[src/rtl/tdl_enc_pkg.sv]
package tdl_enc_pkg;
  parameter int unsigned TAPS_DEF = 16;

  function automatic logic maj3(input logic a, input logic b, input logic c);
    return (a & b) | (a & c) | (b & c);
  endfunction

  function automatic int unsigned wrap_add(input int unsigned a, input int unsigned b,
                                           input int unsigned m);
    int unsigned s;
    s = a + b;
    if (s >= m) s = s - m;
    return s;
  endfunction
endpackage

[src/rtl/tdl_rotator.sv]
module tdl_rotator #(
  parameter int unsigned W  = 16,
  parameter int unsigned SW = $clog2(W)
) (
  input  logic [W-1:0]  word_i,
  input  logic [SW-1:0] shift_i,
  output logic [W-1:0]  word_o
);
  import tdl_enc_pkg::*;

  always_comb begin
    int unsigned k;
    for (int i = 0; i < W; i++) begin
      k = wrap_add(i, int'(shift_i), W);
      word_o[i] = word_i[k];
    end
  end
endmodule

[src/rtl/tdl_bubble_filter.sv]
module tdl_bubble_filter #(
  parameter int unsigned W = 16
) (
  input  logic [W-1:0] word_i,
  output logic [W-1:0] word_o
);
  import tdl_enc_pkg::*;

  for (genvar i = 0; i < W; i++) begin : g_tap
    if (i == 0 || i == W - 1) begin : g_end
      assign word_o[i] = word_i[i];
    end else begin : g_mid
      assign word_o[i] = maj3(word_i[i-1], word_i[i], word_i[i+1]);
    end
  end
endmodule

[src/rtl/tdl_first_zero.sv]
module tdl_first_zero #(
  parameter int unsigned W  = 16,
  parameter int unsigned IW = $clog2(W)
) (
  input  logic [W-1:0]  word_i,
  output logic [IW-1:0] idx_o
);
  always_comb begin
    idx_o = '0;
    for (int i = W - 1; i >= 1; i--) begin
      if (!word_i[i]) idx_o = IW'(i);
    end
  end
endmodule

[src/rtl/therm_edge_encoder.sv]
module therm_edge_encoder #(
  parameter int unsigned W  = tdl_enc_pkg::TAPS_DEF,
  parameter int unsigned IW = $clog2(W)
) (
  input  logic          clk,
  input  logic          rst_n,
  input  logic [W-1:0]  sample_i,
  input  logic          offset_we,
  input  logic [IW-1:0] offset_wdata,
  output logic          edge_valid,
  output logic          edge_fall,
  output logic [IW-1:0] fine_idx
);
  logic [IW-1:0] offset_q;
  logic [W-1:0]  rot_word;
  logic [W-1:0]  norm_word;
  logic [W-1:0]  filt_word;
  logic [IW-1:0] raw_idx;
  logic          edge_seen;
  logic          is_fall;

  always_ff @(posedge clk or negedge rst_n) begin
    if (!rst_n)         offset_q <= '0;
    else if (offset_we) offset_q <= offset_wdata;
  end

  tdl_rotator #(.W(W), .SW(IW)) u_rot (
    .word_i (sample_i),
    .shift_i(offset_q),
    .word_o (rot_word)
  );

  assign edge_seen = rot_word[0] ^ rot_word[W-1];
  assign is_fall   = ~rot_word[0];
  assign norm_word = is_fall ? ~rot_word : rot_word;

  tdl_bubble_filter #(.W(W)) u_filt (
    .word_i(norm_word),
    .word_o(filt_word)
  );

  tdl_first_zero #(.W(W), .IW(IW)) u_enc (
    .word_i(filt_word),
    .idx_o (raw_idx)
  );

  always_ff @(posedge clk or negedge rst_n) begin
    if (!rst_n) begin
      edge_valid <= 1'b0;
      edge_fall  <= 1'b0;
      fine_idx   <= '0;
    end else begin
      edge_valid <= edge_seen;
      edge_fall  <= edge_seen & is_fall;
      fine_idx   <= edge_seen ? raw_idx : '0;
    end
  end
endmodule

[config.mk]
export PLATFORM = sky130hd
export DESIGN_NAME = therm_edge_encoder
export DESIGN_NICKNAME = d
export VERILOG_FILES = /design/src/rtl/tdl_enc_pkg.sv /design/src/rtl/tdl_rotator.sv /design/src/rtl/tdl_bubble_filter.sv /design/src/rtl/tdl_first_zero.sv /design/src/rtl/therm_edge_encoder.sv
export SDC_FILE = /design/constraint.sdc
export NUM_CORES = 1
export LEC_CHECK = 0
export ABC_AREA = 1
export BUFFER_PORTS_ARGS = -buffer_cell sky130_fd_sc_hd__buf_2
export CAP_MARGIN = 25
export CORE_MARGIN = 3
export CORE_UTILIZATION = 56
export DETAILED_ROUTE_END_ITERATION = 16
export HOLD_SLACK_MARGIN = 0.02
export PLACE_DENSITY = 0.83
export SYNTH_ARGS = -nofsm -noshare
export SYNTH_HDL_FRONTEND = slang
export SYNTH_HIERARCHICAL = 1
export SYNTH_SLANG_ARGS = --single-unit
export TNS_END_PERCENT = 100
[constraint.sdc]
create_clock -name clk -period 7.7 [get_ports clk]
set_input_delay 0.77 -clock clk [delete_from_list [all_inputs] [get_ports clk]]
set_output_delay 0.77 -clock clk [all_outputs]
set_load 0.005 [all_outputs]
Word-level counts from Yosys, hierarchy flattened
Index checks and enable logic that the tools add are counted.
W data, S select, Z words.
{ "classes": {"addsub": 31, "n_bitwise": 61, "n_lt_le_gt_ge": 32, "mux": 65} }
{ "ops": {"columns": ["op", "n"], "rows": [
  ["$lt A32 B5 Y1 const B", 16],
  ["$mux W32", 16],
  ["$ge A32 B5 Y1 const B", 15],
  ["$sub A32 B5 Y32 const B", 15],
  ["$bmux W1 S4", 16],
  ["$mux W4", 16],
  ["$add A4 B4 Y5 const A", 8],
  ["$and A1 B1 Y1", 30],
  ["$or A1 B1 Y1", 28],
  ["$add A3 B4 Y5 const A", 4],
  ["$mux W1", 16],
  ["$mux W16", 1],
  ["$not A16 Y16", 1],
  ["$add A2 B4 Y5 const A", 2],
  ["$sub A4 B5 Y6 const B", 1],
  ["$add A1 B4 Y5 const A", 1],
  ["$ge A4 B5 Y1 const B", 1],
  ["$not A1 Y1", 1],
  ["$xor A1 B1 Y1", 1]
]} }
{ "word_totals": {"reg_bits": 10, "out_inout_bits": 6, "in_bits": 23} }

Depth between registers and ports, before layout
Gate-level depths: netlist of run 1.
{ "logic_depth": {"ltp_word": 25, "ltp_mapped": 31, "depth_no_buf": 29} }

Hierarchy
The synthesis of run 1 kept the hierarchy.
{ "modules_own_cells": {"columns": ["mod", "seq_area_each_um2", "instances", "area_per_inst_um2", "cells_per_inst"], "rows": [
  ["tdl_rotator", 0.0, 1, 1048.5, 217],
  ["therm_edge_encoder", 250.2, 1, 581.8, 93],
  ["tdl_bubble_filter", 0.0, 1, 193.9, 45],
  ["tdl_first_zero", 0.0, 1, 142.6, 34]
]} }

Worst setup path before layout of run 1
Ideal clock, no wire load.
{ "synth_path": {"path_kind": "reg-to-reg", "startpoint": "register offset_q[1]", "endpoint": "register fine_idx[0]", "stages_incl_launch_ff": 30, "setup_ns": 0.125, "path_buffers": 2, "path_slack_ns": 4.717, "period_less_slack_ns": 2.983, "arrival_time_ns": 2.858, "cell_sequence": "dfrtp_1 > buf_2 > inv_2 > ha_1 > buf_2 > inv_1 > nand3_1 > nand3_1 > nand2_1 > nand2_1 > nand2_1 > ha_1 > nand2_1 > nand3_1 > nand2_1 > nand2_1 > nand2_1 > nand2_1 > nand2_1 > nand2_1 > nand2_1 > nand2_1 > nand2_1 > nand2_1 > nand2_1 > nand2_1 > nand2_1 > nand2_1 > inv_1 > nor2_1"} }
{ "synth_between": {"elab_chain_cells": 25} }
{ "synth_rtl": {"columns": ["item", "line_no", "rtl"], "rows": [
  ["from (decl)", "therm_edge_encoder.sv:14", "logic [IW-1:0] offset_q;"],
  ["from (signal assigned)", "therm_edge_encoder.sv:24", "else if (offset_we) offset_q <= offset_wdata;"],
  ["$add A4 B4 Y5 (*)", "tdl_enc_pkg.sv:11", "s = a + b;"],
  ["$sub A32 B5 Y32 / $ge A32 B5 Y1 (equally long branches)", "tdl_enc_pkg.sv:12", "if (s >= m) s = s - m;"],
  ["$mux W32 (*)", "tdl_enc_pkg.sv:12", null],
  ["$bmux W1 S4 (*)", "tdl_rotator.sv:15", "word_o[i] = word_i[k];"],
  ["$mux W1 (implied by the code) (*)", "tdl_rotator.sv:15", null],
  ["net rot_word[15]", "therm_edge_encoder.sv:15", "logic [W-1:0] rot_word;"],
  ["$not A16 Y16", "therm_edge_encoder.sv:35", "assign norm_word = is_fall ? ~rot_word : rot_word;"],
  ["$mux W16 (*)", "therm_edge_encoder.sv:35", null],
  ["net norm_word[15]", "therm_edge_encoder.sv:16", "logic [W-1:0] norm_word;"],
  ["$and A1 B1 Y1", "tdl_enc_pkg.sv:5", "return (a & b) | (a & c) | (b & c);"],
  ["$or A1 B1 Y1", "tdl_enc_pkg.sv:5", null],
  ["$or A1 B1 Y1 (*)", "tdl_enc_pkg.sv:5", null],
  ["net filt_word[14]", "therm_edge_encoder.sv:17", "logic [W-1:0] filt_word;"],
  ["$mux W4 (*) (14 in a row)", "tdl_first_zero.sv:11", "if (!word_i[i]) idx_o = IW'(i);"],
  ["net raw_idx[0]", "therm_edge_encoder.sv:18", "logic [IW-1:0] raw_idx;"],
  ["$mux W4 (*)", "therm_edge_encoder.sv:55", "fine_idx <= edge_seen ? raw_idx : '0;"],
  ["to (signal assigned)", "therm_edge_encoder.sv:55", null],
  ["to (decl)", "therm_edge_encoder.sv:12", "output logic [IW-1:0] fine_idx"]
]} }
The timed path passes the listed nets; every way through them passes the cells marked *. The select of a mux whose other input is x is not followed.
A chain may end at the register's enable or synchronous reset.

Final worst setup path of run 1
{ "layout_path": {"startpoint": "register offset_q[0]", "endpoint": "register fine_idx[0]"} }
Same word-level chain as after synthesis.

==> run_results.csv, run 1 <==
group,metric,value,unit
run_status,status,"finished, final reports clean",
clock_network,clk_path_buf_depth,2,
worst_setup_path,crit_arrival,3.97,ns
sta,timing.setup.tns,0,ns
worst_hold_path,hp-class,"input port to async pin",
synthesis,synthCells,388,
synthesis,yosysWarnings,6,
floorplanning,num_io_pins,29,
worst_setup_path,critPathSlowestCell,"dfrtp_1",
worst_setup_path,cp-end-kind,"register",
global_routing,grt_usage,24.9,%
worst_setup_path,ff2ff_path_depth,27,
worst_setup_path,path_delay_family,"simple AND/OR/NAND/NOR gates",
global_routing,grt_pass1_vias,2078,
worst_setup_path,cp_slowest_stage_delay,0.81,ns
floorplanning,die_x,65.2,µm
worst_setup_path,cp.required,7.90,ns
clock_network,cts_resized,0,
sta,drv_slew,0,
clock_network,clkSinkCount,10,
place,gp_congestion,0.929,
sta,hold_violations,0,
clock_network,htreeDepth,1,
cells_and_area,final_net_count,444,
power,p_per_area,235,mW/mm²
worst_setup_path,r2r_end,"fine_idx[0]",
global_routing,grt_remaining_overflow,0,
sta,min_period,3.77,ns
sta,final-setup-viol-count,0,
worst_setup_path,timing.rr.start,"offset_q[0]",
floorplanning,die_h,65.2,µm
drt,wl_per_cell,10.7,µm
cells_and_area,utilization,66.1,%
cells_and_area,syn2layout_area_growth,7.98,%
worst_setup_path,cp_common_cell,"nand2_1",
drt,drt_iter0_markers,130,
sta,fmax,265,MHz
floorplanning,rows,20,
drt,dr.pass1.iters,4,
power,irDropWorstVdd,0.150,mV
drt,final_antenna_net_count,0,
floorplanning,core,0.00320,mm²
flow_run,drv_cap,0,
drt,drc,0,
sta,rsz0062_at_grt,"no",
power,power.static_leakage,1.33,nW
sta,worstMarginPinSlew,0.720,ns
place,dpl.hpwl,3990,µm
clock_network,cts_tree,"done",
clock_network,clk_latency,0.26,ns
global_routing,antenna_found_initial,0,
global_routing,grt_max_degree,24,
worst_setup_path,crit_buf_inv,3,
clock_network,cts_buffers,3,
worst_setup_path,critPathMaxFanout,23,
clock_network,post-cts-setup-buffers,0,
sta,worst_clock_skew,0.00181,ns
synthesis,synth.avg_cell_area,5.05,µm²
sta,min_period_over_period,48.9,%
worst_setup_path,reg2reg_slack,3.93,ns
global_routing,grt_pass1_wl,8450,µm
sta,relSlewSlack,52.0,%
clock_network,clockRootBuffer,"clkbuf_4",
cells_and_area,final_layout_size_suffix_gt1_share,9.25,%
drt,num_vias,2342,
cells_and_area,diodes,0,
place,port_buffers,28,
cells_and_area,fillCellCount,346,
synthesis,synth_area,0.00196,mm²
clock_network,cts-hold-fix-buffers,0,
drt,viasPerCell,5.15,
drt,drt-total-wl,4850,µm
floorplanning,die_area,0.00424,mm²
floorplanning,start_util,61.2,%
worst_setup_path,critPathLaunchType,"register",
worst_setup_path,setup.worst_path.class,"register to register",
clock_network,cts.reportedPaths.clkPinSlew,0.06,ns
-- worst max-delay path by stage --
stage | endpoint | from | cells past startpoint | slack (ns)
3_3_place_gp | fine_idx[0] | offset_q[0] | 27 | 4.09
3_5_place_dp | fine_idx[0] | offset_q[0] | 27 | 3.98
6_report | fine_idx[0] | offset_q[0] | 27 | 3.93
2_1_floorplan | fine_idx[0] | offset_q[1] | 29 | 4.72
4_1_cts | fine_idx[0] | offset_q[0] | 27 | 3.99
5_1_grt | fine_idx[0] | offset_q[0] | 27 | 3.44
-- report_power, final --
part | leakage [nW] | switching (mW) | internal (mW)
registers | 0.127 | 0.0123 | 0.0645
logic | 1.18 | 0.246 | 0.128
clock network | 0.0210 | 0.0178 | 0.0287
total | 1.33 | 0.276 | 0.221
-- per-stage QoR --
stage / hold slack, ns / std cells / total power [mW] / worst slack [ns] / area [µm²]
6_report: 0.351 / 455 / 0.497 / 3.93 / 2120
5_1_grt: 0.344 / 455 / 0.571 / 3.44 / 2120
4_1_cts: 0.346 / 455 / 0.497 / 3.99 / 2120
3_5_place_dp: 0.639 / 451 / 0.446 / 3.98 / 2080
3_3_place_gp: 0.638 / 451 / 0.438 / 4.09 / 2080
2_1_floorplan: 0.443 / 389 / 0.380 / 4.72 / 1960
-- final cells by class --
cell class                      instances  area (µm²)  area share [%]
Multi-Input combinational cell        333        1500            70.8
Clock buffer                            4        36.3            1.71
Inverter                               36         135            6.39
Tap cell                               44        55.1            2.60
Timing Repair Buffer                   28         140            6.62
Sequential cell                        10         250            11.8
-- registers in the layout (all words and copies together), names as in the netlist --
signal      flops
edge_valid      1
edge_fall       1
offset_q        4
fine_idx        4
-- per-layer routing --
layer	wire [µm]	vias to the layer above	track usage [%]
li1	-	1254	-
met3	292	9	3.76
met1	2320	1020	33.7
met5	0	-	0
met2	2170	59	40.7
met4	70	0	8.03
-- placed cells by master, fill, tap and decap left out --
cell	n
nand2_1	216
nand3_1	79
inv_1	32
buf_2	28
nor2_1	12
dfrtp_1	10
ha_1	9
xor2_1	6
inv_2	3
clkbuf_4	3
conb_1	2
a21oi_2	2
clkbuf_8	1
nand4_1	1
a21oi_1	1
a31oi_1	1
o21a_1	1
o31ai_1	1
clkinv_1	1
xor2_2	1
xnor2_1	1
-- worst reg2reg max path, delay by kind of cell (launching register included) --
family / cells / cell delay [ns]
AND/OR/NAND/NOR: 22 / 1.42
buffers and inverters: 3 / 0.55
flip-flops: 1 / 0.81
adder cells (fa/ha/maj): 2 / 0.92
Note: power is estimated with default switching activity, not from simulation.
==> run 2, diff against run 1 <==
--- a/config.mk
+++ b/config.mk
@@ -9,7 +9,7 @@
 export BUFFER_PORTS_ARGS = -buffer_cell sky130_fd_sc_hd__buf_2
 export CAP_MARGIN = 25
 export CORE_MARGIN = 3
-export CORE_UTILIZATION = 56
+export CORE_UTILIZATION = 53
 export DETAILED_ROUTE_END_ITERATION = 16
 export HOLD_SLACK_MARGIN = 0.02
 export PLACE_DENSITY = 0.83
==> constraint.sdc (replaced) <==
create_clock -name clk -period 3.29 [get_ports clk]
set_input_delay 0.329 -clock clk [delete_from_list [all_inputs] [get_ports clk]]
set_output_delay 0.329 -clock clk [all_outputs]
set_load 0.005 [all_outputs]
==> run_results.csv, run 2 (synthesis results as in run 1) <==
group,metric,value,unit
drt,final_antenna_net_count,0,
floorplanning,core,0.00344,mm²
global_routing,grt_usage,24.3,%
power,irDropWorstVdd,0.438,mV
clock_network,clkSinkCount,10,
floorplanning,num_io_pins,29,
global_routing,grt_remaining_overflow,0,
cells_and_area,post-route-cell-area,0.00220,mm²
worst_setup_path,cp.required,3.45,ns
cells_and_area,reg_top3,"fine_idx: 4 flops, offset_q: 4 flops",
cells_and_area,finalNonFillerCells,464,
place,port_buffers,28,
floorplanning,die_area,0.00446,mm²
worst_setup_path,critPathMaxFanout,12,
power,power.static_leakage,1.37,nW
worst_setup_path,critPathSlowestCell,"ha_2",
drt,viasPerCell,5.23,
cells_and_area,fillCellCount,344,
place,placedInstanceArea,0.00213,mm²
place,gp_congestion,0.901,
sta,fin_ws,0.332,ns
sta,worst_clock_skew,0.00235,ns
sta,rsz0062_at_grt,"no",
cells_and_area,final_net_count,451,
floorplanning,die_x,66.8,µm
drt,wl_per_cell,10.9,µm
worst_setup_path,setup.worst_path.class,"register to register",
cells_and_area,diodes,0,
clock_network,clockRootBuffer,"clkbuf_8",
sta,timing.setup.tns,0,ns
global_routing,antenna_found_initial,0,
cells_and_area,layout_common_cells,"216 x nand2_1, 79 x nand3_1, 31 x inv_1",
clock_network,cts_tree,"done",
sta,min_period,2.96,ns
worst_hold_path,hp-class,"input port to register",
sta,final-setup-viol-count,0,
floorplanning,rows,21,
sta,min_period_over_period,89.9,%
run_status,status,"finished, final reports clean",
drt,drt_iter0_markers,130,
worst_setup_path,critPathLaunchType,"register",
place,dp.cells,459,
clock_network,clk_latency,0.23,ns
drt,drt-total-wl,5080,µm
cells_and_area,layout_commonest_cell,"nand2_1",
cells_and_area,syn2layout_area_growth,12.5,%
global_routing,grt_pass1_vias,2096,
sta,drv_slew,0,
floorplanning,start_util,56.9,%
clock_network,clk_path_buf_depth,2,
drt,drc,0,
sta,hold_violations,0,
cells_and_area,final_layout_size_suffix_gt1_share,11.5,%
clock_network,cts.reportedPaths.clkPinSlew,0.05,ns
worst_setup_path,cp_common_cell,"nand2_1",
place,dp_slack,0.187,ns
clock_network,cts_buffers,3,
clock_network,post-cts-setup-buffers,0,
place,dpl.hpwl,4110,µm
flow_run,drv_cap,0,
power,p_per_area,554,mW/mm²
clock_network,htreeDepth,1,
worst_setup_path,cp_slowest_stage_delay,0.42,ns
global_routing,grt_pass1_wl,8640,µm
worst_setup_path,cp-end-kind,"register",
worst_setup_path,crit_arrival,3.12,ns
drt,dr.pass1.iters,4,
global_routing,grt_max_degree,23,
drt,num_vias,2428,
floorplanning,die_h,66.8,µm
sta,fmax,338,MHz
run 2: cell count changes in the layout (fill, tap and decap cells not counted), moves of 2 or more:
cell,previous run,this run
ha_2,0,2
ha_1,9,7
clkbuf_4,3,0
clkbuf_8,1,4
buf_4,0,6
run 2: critical path: cells and delay by family (launching register included):
kind | cells | cell delay [ns]
buf+inv | 3 | 0.32
simple gates | 22 | 1.38
flops | 1 | 0.40
fa+ha+maj | 2 | 0.77
run 2: layout make-up:
cell class | instances | area, µm² | share of cell area, %
Timing Repair Buffer | 35 | 195 | 8.86
Inverter | 36 | 141 | 6.42
Sequential cell | 10 | 250 | 11.4
Clock buffer | 4 | 55.1 | 2.50
Tap cell | 46 | 57.6 | 2.61
Multi-Input combinational cell | 333 | 1500 | 68.3
run 2: worst paths after layout:
kind / cells past startpoint / slack (ns) / startpoint / to
max in group asynchronous: 2 / 2.62 / rst_n / edge_fall
setup / recovery: 27 / 0.33 / offset_q[1] / fine_idx[0]
setup reg to reg: 27 / 0.33 / offset_q[1] / fine_idx[0]
hold / removal: 3 / 0.30 / offset_wdata[1] / offset_q[1]
min in group asynchronous: 2 / 0.48 / rst_n / offset_q[3]
hold reg to reg: 2 / 0.68 / offset_q[3] / offset_q[3]
run 2: metal layers:
metal	routed length [µm]	global-route usage, %
met1	2360	32.6
met2	2400	43.1
met3	304	1.85
met4	10	3.30
met5	0	0
run 2: repair_timing:
action | 4_1_cts | 5_1_grt
resized for setup | 0 | 5
endpoints found under the hold margin | 10 | 0
setup endpoints to repair | 0 | 2
hold buffers | 1 | 0
run 2: power breakdown:
group	internal (mW)	total, mW	switching, mW
registers	0.152	0.163	0.0111
clock network	0.105	0.148	0.0436
logic	0.315	0.910	0.596
total	0.571	1.22	0.650
run 2: stage by stage:
step                hold slack (ns)  utilization, %  power, mW
floorplan                    0.0334               -      0.889
global placement              0.200            61.8       1.04
detailed placement            0.196            61.8       1.06
CTS                           0.300            63.7       1.21
global route                  0.302            64.0       1.39
finish                        0.299            64.0       1.22
==> run 3, diff against run 2 <==
--- a/config.mk
+++ b/config.mk
@@ -9,10 +9,12 @@
 export BUFFER_PORTS_ARGS = -buffer_cell sky130_fd_sc_hd__buf_2
 export CAP_MARGIN = 25
 export CORE_MARGIN = 3
-export CORE_UTILIZATION = 53
+export CORE_UTILIZATION = 56
 export DETAILED_ROUTE_END_ITERATION = 16
 export HOLD_SLACK_MARGIN = 0.02
 export PLACE_DENSITY = 0.83
+export REMOVE_ABC_BUFFERS = 1
+export SLEW_MARGIN = 20
 export SYNTH_ARGS = -nofsm -noshare
 export SYNTH_HDL_FRONTEND = slang
 export SYNTH_HIERARCHICAL = 1
==> constraint.sdc (replaced) <==
create_clock -name clk -period 3.5 [get_ports clk]
set_input_delay 0.35 -clock clk [delete_from_list [all_inputs] [get_ports clk]]
set_output_delay 0.35 -clock clk [all_outputs]
set_load 0.005 [all_outputs]
==> run_results.csv, run 3 (synthesis results as in run 1) <==
group,metric,value,unit
run_status,status,"finished, final reports clean",
cells_and_area,final_layout_size_suffix_gt1_share,11.1,%
cells_and_area,syn2layout_area_growth,10.7,%
cells_and_area,finalNonFillerCells,460,
cells_and_area,layout_commonest_cell,"nand2_1",
worst_setup_path,cp_common_cell,"nand2_1",
global_routing,grt_remaining_overflow,0,
sta,timing.setup.tns,0,ns
worst_hold_path,hp-class,"input port to register",
power,netSwitchingFraction,55.2,%
worst_setup_path,critPathSlowestCell,"ha_2",
place,dp_slack,0.363,ns
floorplanning,start_util,61.2,%
worst_setup_path,cp-end-kind,"register",
sta,hold_violations,0,
drt,drc,0,
drt,final_antenna_net_count,0,
drt,dr.pass1.iters,5,
global_routing,grt_pass1_vias,2091,
floorplanning,die_x,65.2,µm
worst_setup_path,setup.worst_path.class,"register to register",
drt,num_vias,2403,
floorplanning,core,0.00320,mm²
clock_network,clockRootBuffer,"clkbuf_4",
power,irDropWorstVdd,0.339,mV
global_routing,grt_pass1_wl,8740,µm
worst_setup_path,cp.required,3.70,ns
power,combPwrFrac,76.7,%
power,power.static_leakage,1.35,nW
worst_setup_path,critPathLaunchType,"register",
sta,final-setup-viol-count,0,
floorplanning,num_io_pins,29,
power,pwr-share-seq,13.8,%
clock_network,post-cts-setup-buffers,0,
sta,min_period,3.03,ns
power,power_frac_clock,9.5,%
clock_network,clkSinkCount,10,
clock_network,clk_path_buf_depth,2,
worst_setup_path,cp_slowest_stage_delay,0.43,ns
global_routing,grt_usage,25.6,%
clock_network,cts_tree,"done",
power,p_sw,0.615,mW
power,p_int,0.499,mW
cells_and_area,layout_common_cells,"216 x nand2_1, 79 x nand3_1, 31 x inv_1",
sta,worst_clock_skew,0.00313,ns
clock_network,clk_latency,0.27,ns
worst_setup_path,crit_arrival,3.23,ns
flow_run,drv_cap,0,
place,port_buffers,28,
sta,fmax,330,MHz
global_routing,grt_max_degree,23,
floorplanning,die_h,65.2,µm
place,dpl.hpwl,4130,µm
sta,fin_ws,0.470,ns
place,dp.cells,455,
drt,viasPerCell,5.22,
sta,whs,0.276,ns
clock_network,cts_buffers,3,
worst_setup_path,critPathMaxFanout,11,
cells_and_area,final_net_count,449,
cells_and_area,reg_top3,"fine_idx: 4 flops, offset_q: 4 flops",
sta,drv_slew,0,
floorplanning,rows,20,
place,gp_congestion,0.900,
sta,min_period_over_period,86.6,%
global_routing,antenna_found_initial,0,
drt,drt-total-wl,5080,µm
sta,rsz0062_at_grt,"no",
floorplanning,die_area,0.00424,mm²
power,p_per_area,513,mW/mm²
cells_and_area,utilization,67.7,%
drt,drt_iter0_markers,140,
cells_and_area,diodes,0,
clock_network,cts.reportedPaths.clkPinSlew,0.07,ns
clock_network,htreeDepth,1,
drt,wl_per_cell,11.1,µm
run 3: cell types whose count changed in the layout (fill, tap and decap cells not counted):
cell | before | now
clkbuf_8 | 4 | 1
inv_2 | 3 | 2
buf_4 | 6 | 4
clkbuf_4 | 0 | 3
inv_4 | 1 | 2
run 3: worst max-delay path, delay by kind of cell, from the launching register on:
family	cells	cell delay [ns]
xor gates and xnor gates	1	0.19
and+or+nand+nor	20	1.26
adders and majority gates	2	0.73
buffers and inverters	3	0.37
DFF	1	0.39
run 3: repair_timing:
item                                    in CTS  in global routing
hold endpoints to repair                    10                  0
endpoints found under the setup margin       0                  1
resized for setup                            0                  6
hold buffers                                 1                  0
run 3: power by group through the flow:
stage | registers [mW] | clock network [mW] | logic, mW
2_1_floorplan | 0.168 | 0 | 0.639
3_3_place_gp | 0.154 | 0 | 0.815
3_5_place_dp | 0.155 | 0 | 0.833
4_1_cts | 0.153 | 0.107 | 0.839
5_1_grt | 0.158 | 0.117 | 0.994
6_report | 0.154 | 0.106 | 0.854
run 3: metrics by stage:
step                power, mW  instance area (µm²)
floorplan               0.808                 1880
global placement        0.969                 2110
detailed placement      0.988                 2110
CTS                      1.10                 2160
global route             1.27                 2170
finish                   1.11                 2170
run 3: cell type report:
type	instances	area, µm²
tap	44	55.1
clock buffer	4	36.3
inverter	36	144
sequential	10	250
fill	331	1030
multi-input combinational	333	1500
timing repair buffer	33	180
run 3: per-layer routing:
metal	track usage [%]	routed length, µm	vias up
met4	6.48	53	0
met1	35.5	2440	1038
met3	2.22	282	6
li1	-	-	1277
met2	42.8	2310	82
met5	0	0	-
run 3: final timing paths:
check,cells after the start,endpoint,slack (ns),from
max,26,fine_idx[0],0.47,offset_q[2]
min reg2reg,3,offset_q[2],0.77,offset_q[2]
min,3,offset_q[2],0.28,offset_wdata[2]
max reg2reg,26,fine_idx[0],0.47,offset_q[2]
max in group asynchronous,2,edge_valid,2.82,rst_n
min in group asynchronous,2,offset_q[2],0.49,rst_n
